===== src/rtl/phc_pkg.sv =====
`timescale 1ns/1ps
package phc_pkg;

  // Controls returned to the pipeline registers.
  typedef struct packed {
    logic hold_fetch;
    logic kill_id;
    logic kill_ex;
    logic kill_mem;
    logic redirect;
  } phc_ctl_t;

  localparam int unsigned PHC_CTL_W = $bits(phc_ctl_t);

endpackage


===== src/rtl/phc_match.sv =====
`timescale 1ns/1ps
// Compares one consumer source with one in-flight producer.
module phc_match #(
  parameter int unsigned AW = 5
) (
  input  logic [AW-1:0] src,
  input  logic          src_use,
  input  logic [AW-1:0] dst,
  input  logic          dst_wr,
  output logic          hit
);
  logic dst_live;

  always_comb begin
    dst_live = dst_wr & (dst != '0);
    hit      = src_use & dst_live & (src == dst);
  end
endmodule


===== src/rtl/phc_raw_detect.sv =====
`timescale 1ns/1ps
// Read-after-write check of every decode source against execute and memory.
module phc_raw_detect #(
  parameter int unsigned AW   = 5,
  parameter int unsigned NSRC = 2
) (
  input  logic [NSRC*AW-1:0] id_src,
  input  logic [NSRC-1:0]    id_src_use,
  input  logic [AW-1:0]      ex_dst,
  input  logic               ex_wr,
  input  logic [AW-1:0]      mem_dst,
  input  logic               mem_wr,
  output logic               raw_hit
);
  localparam int unsigned NPROD = 2;

  logic [NSRC-1:0] hit_ex;
  logic [NSRC-1:0] hit_mem;

  for (genvar s = 0; s < NSRC; s++) begin : g_src
    phc_match #(.AW(AW)) u_ex (
      .src     (id_src[s*AW +: AW]),
      .src_use (id_src_use[s]),
      .dst     (ex_dst),
      .dst_wr  (ex_wr),
      .hit     (hit_ex[s])
    );
    phc_match #(.AW(AW)) u_mem (
      .src     (id_src[s*AW +: AW]),
      .src_use (id_src_use[s]),
      .dst     (mem_dst),
      .dst_wr  (mem_wr),
      .hit     (hit_mem[s])
    );
  end

  logic [NPROD*NSRC-1:0] all_hits;

  always_comb begin
    all_hits = {hit_mem, hit_ex};
    raw_hit  = |all_hits;
  end
endmodule


===== src/rtl/phc_redirect.sv =====
`timescale 1ns/1ps
// Qualifies the branch outcome from the memory stage.
module phc_redirect (
  input  logic br_done,
  input  logic br_miss,
  output logic wrong_path
);
  always_comb begin
    wrong_path = br_done & br_miss;
  end
endmodule


===== src/rtl/pipe_hazard_ctrl.sv =====
`timescale 1ns/1ps
module pipe_hazard_ctrl #(
  parameter int unsigned AW   = 5,
  parameter int unsigned NSRC = 2
) (
  input  logic [NSRC*AW-1:0] id_src,
  input  logic [NSRC-1:0]    id_src_use,
  input  logic [AW-1:0]      ex_dst,
  input  logic               ex_wr,
  input  logic [AW-1:0]      mem_dst,
  input  logic               mem_wr,
  input  logic               br_done,
  input  logic               br_miss,
  output logic               hold_fetch,
  output logic               kill_id,
  output logic               kill_ex,
  output logic               kill_mem,
  output logic               redirect
);
  import phc_pkg::*;

  logic     raw_hit;
  logic     wrong_path;
  phc_ctl_t ctl;

  phc_raw_detect #(.AW(AW), .NSRC(NSRC)) u_raw (
    .id_src     (id_src),
    .id_src_use (id_src_use),
    .ex_dst     (ex_dst),
    .ex_wr      (ex_wr),
    .mem_dst    (mem_dst),
    .mem_wr     (mem_wr),
    .raw_hit    (raw_hit)
  );

  phc_redirect u_br (
    .br_done    (br_done),
    .br_miss    (br_miss),
    .wrong_path (wrong_path)
  );

  // A flush beats a stall: the held decode instruction is on the wrong path.
  always_comb begin
    ctl            = '0;
    ctl.hold_fetch = raw_hit & ~wrong_path;
    ctl.kill_id    = wrong_path;
    ctl.kill_ex    = raw_hit | wrong_path;
    ctl.kill_mem   = wrong_path;
    ctl.redirect   = wrong_path;
  end

  assign hold_fetch = ctl.hold_fetch;
  assign kill_id    = ctl.kill_id;
  assign kill_ex    = ctl.kill_ex;
  assign kill_mem   = ctl.kill_mem;
  assign redirect   = ctl.redirect;
endmodule


===== config.mk =====
export PLATFORM = sky130hd
export DESIGN_NAME = pipe_hazard_ctrl
export DESIGN_NICKNAME = d
export VERILOG_FILES = /design/src/rtl/phc_pkg.sv /design/src/rtl/phc_match.sv /design/src/rtl/phc_raw_detect.sv /design/src/rtl/phc_redirect.sv /design/src/rtl/pipe_hazard_ctrl.sv
export SDC_FILE = /design/constraint.sdc
export NUM_CORES = 1
export LEC_CHECK = 0
export ABC_AREA = 1
export BUFFER_PORTS_ARGS = -buffer_cell sky130_fd_sc_hd__clkbuf_2
export CAP_MARGIN = 20
export CELL_PAD_IN_SITES_DETAIL_PLACEMENT = 1
export CELL_PAD_IN_SITES_GLOBAL_PLACEMENT = 1
export CORE_UTILIZATION = 25
export DETAILED_ROUTE_END_ITERATION = 10
export PLACE_DENSITY = 0.84
export SETUP_SLACK_MARGIN = 0.3
export SLEW_MARGIN = 30
export SYNTH_ARGS = -nofsm -noshare
export SYNTH_HDL_FRONTEND = slang
export SYNTH_SLANG_ARGS = --single-unit

===== constraint.sdc =====
create_clock -name vclk -period 0.8
set_input_delay 0.04 -clock vclk [all_inputs]
set_output_delay 0.04 -clock vclk [all_outputs]
set_load 0.02 [all_outputs]

==> reports/qor.csv <==
stage,metric,value,unit
critical_path,critical-path-top-cell-by-count,nand2_1,
final_layout,seq_cell_count,0,
final_layout,drive_gt1_share,62.9,%
routing,ant_nets,0,
critical_path,critPathSlowestCell,nor2_1,
critical_path,crit_family,simple AND/OR/NAND/NOR gates,
flow_run,timing.max_cap.violations,0,
critical_path,cp_cell_sequence,"clkbuf_8, inv_4, nand2_1, nand2_1, nand2_1, nor2_1, nand3_2, nand2_2, nor2_4, nor2_4, buf_8",
final_layout,syn_to_final_growth,121,%
critical_path,required,0.76,ns
placed_design,routabilityCongestion,0.775,
floorplan,chipHeight,43.7,µm
sta,period_share,131,%
sta,finalHoldViolCount,0,
sta,fmax,0.955,GHz
power,power_frac_clock,0,%
global_routing,grt_pass1_vias,733,
floorplan,rows,14,
critical_path,slowest_delay,0.14,ns
power,ir_drop,0.000268,V
synthesis,synthCells,102,
floorplan,initial_core_util,27.8,%
sta,slew_violations,0,
final_layout,regArea,0,µm²
status,violations,"design-rule violations, negative setup slack",
clock_tree,hold_buffers,0,
synthesis,yosysTopAreaCell,nand2_1,
routing,via_per_inst,4.96,
power,power.switching,0.000278,W
critical_path,worstPathMaxFanout,3,
worst_hold_path,hold_class,in -> out,
routing,wire_per_inst,15.8,µm
routing,drc,3,
power,p_seq_share,0,%
placed_design,placedInstanceArea,614,µm²
placed_design,dp_hpwl,1340,µm
synthesis,seq_area_frac_synth,0,%
sta,whs,0.423,ns
sta,setup_viol,2,
critical_path,crit_type,in -> out,
power,p_int,0.000244,W
critical_path,critPathLaunchType,primary input,
sta,rsz0062_at_grt,yes,
synthesis,synth_area,434,µm²
final_layout,antenna_cells,0,
global_routing,grt_pass1_wl,3220,µm
sta,tightest_slew,0.182,ns
power,finalPower,0.000522,W
synthesis,synthDistinctLibCells,12,
floorplan,die_x,43.7,µm
power,leakage,0.505,nW
global_routing,grt_remaining_overflow,0,
routing,drt_pass1_iterations,7,
global_routing,grt_start_max_net_pins,6,
final_layout,nNetsFinal,160,
synthesis,synthDominantCellAreaShare,36.3,%
power,pwr-share-comb,100.0,%
synthesis,syn_area_per_cell,4.26,µm²
routing,wirelength,2340,µm
status,outcome,finished with violations,
placed_design,post-place-ws,-0.267,ns
routing,vias,734,
global_routing,antenna_found_initial,0,
sta,tns,-0.461,ns
critical_path,cp-end-kind,output port,
final_layout,nClkBuffers,0,
routing,dr.first_iter.drc_count,9,
sta,finalWorstSetupSlack,-0.247,ns
sta,min_period,1.05,ns
floorplan,die_area,1910,µm²
power,power_density,543,nW/µm²
final_layout,fin_area,961,µm²
synthesis,synth_fp_nets,128,
floorplan,io_pins,31,
global_routing,grt.total_usage,21.8,%
synthesis,synth-warning-count,0,
floorplan,core,1560,µm²
synthesis,synth_area_leaders,"nand2_1 36%, inv_1 17%, nor2_1 12%, nand3_1 12%, a21oi_1 4.6%",
critical_path,cp.buffers_inverters,3,
critical_path,crit_arrival,1.01,ns
sta,relSlewSlack,87.8,%
placed_design,portBuffers,31,
power,p_sw_share,53.2,%
final cells by class:
cell class / count / area, µm²
Timing Repair Buffer: 32 / 338
Inverter: 23 / 109
Tap cell: 16 / 20.0
Multi-Input combinational cell: 77 / 494
Fill cell: 214 / 598
kinds of logic after synthesis:
group                     count (synthesis)  synth area share [%]
and+or+nand+nor                          68                  63.7
AOI/OAI and AO/OA                         6                  6.92
buffers and inverters                    25                  23.3
xor gates and xnor gates                  3                  6.05
per-stage QoR:
stage          util, %  cells
3_3_place_gp      39.4    147
2_1_floorplan        -    102
5_1_grt           61.6    148
6_report          61.6    148
4_1_cts           49.0    147
3_5_place_dp      39.4    147
cells in the mapped netlist, drive strengths merged:
cell type and count:
a21oi 4, buf 2, inv 23, nand2 42
nand3 10, nor2 15, nor3 1, o21ai 2
xnor2 1, xor2 2
layout by cell type, fill, tap and decap left out, types with 3 or more instances in the layout:
cell type	netlist	routed
nand2_1	42	29
inv_2	3	11
clkbuf_2	0	11
nand2_2	0	9
nor2_4	0	7
buf_6	0	7
inv_1	20	6
nand3_2	0	6
nor2_1	14	5
buf_8	0	5
clkbuf_8	0	5
nand2_4	0	4
nand3_1	10	4
a21oi_2	0	4
inv_6	0	3
inv_4	0	3
nor2_2	1	3
tightest hold or removal path, stage by stage:
cell and delay (ns):
clkbuf_2 0.10, nand2_4 0.08, nand2_4 0.06, buf_8 0.10
power groups by stage:
stage | clock [W] | combinational, W | sequential (W)
2_1_floorplan | 0 | 0.000168 | 0
3_3_place_gp | 0 | 0.000287 | 0
3_5_place_dp | 0 | 0.000295 | 0
4_1_cts | 0 | 0.000370 | 0
5_1_grt | 0 | 0.000555 | 0
6_report | 0 | 0.000522 | 0
metal layers:
| metal | GRT usage, % | vias to the layer above | routed length (µm) | part of all wire (%) |
|---|---|---|---|---|
| li1 | - | 366 | - | - |
| met1 | 24.3 | 342 | 864 | 37 |
| met2 | 46.0 | 22 | 1360 | 58 |
| met4 | 0.625 | 0 | 23 | 0.98 |
| met5 | 0 | - | 0 | 0 |
| met3 | 1.25 | 4 | 88 | 3.8 |
timing repair:
| item | 4_1_cts | 5_1_grt |
|---|---|---|
| endpoints found under the setup margin | 5 | 5 |
| resized for setup | 37 | 77 |
| pin swaps | 11 | 27 |
| setup buffers | 0 | 1 |
worst paths after layout:
| path | cells past startpoint | startpoint | end |
|---|---|---|---|
| max | 11 | mem_dst[4] | hold_fetch |
| min | 4 | br_done | kill_ex |
Note: power is estimated with default switching activity, not from simulation.
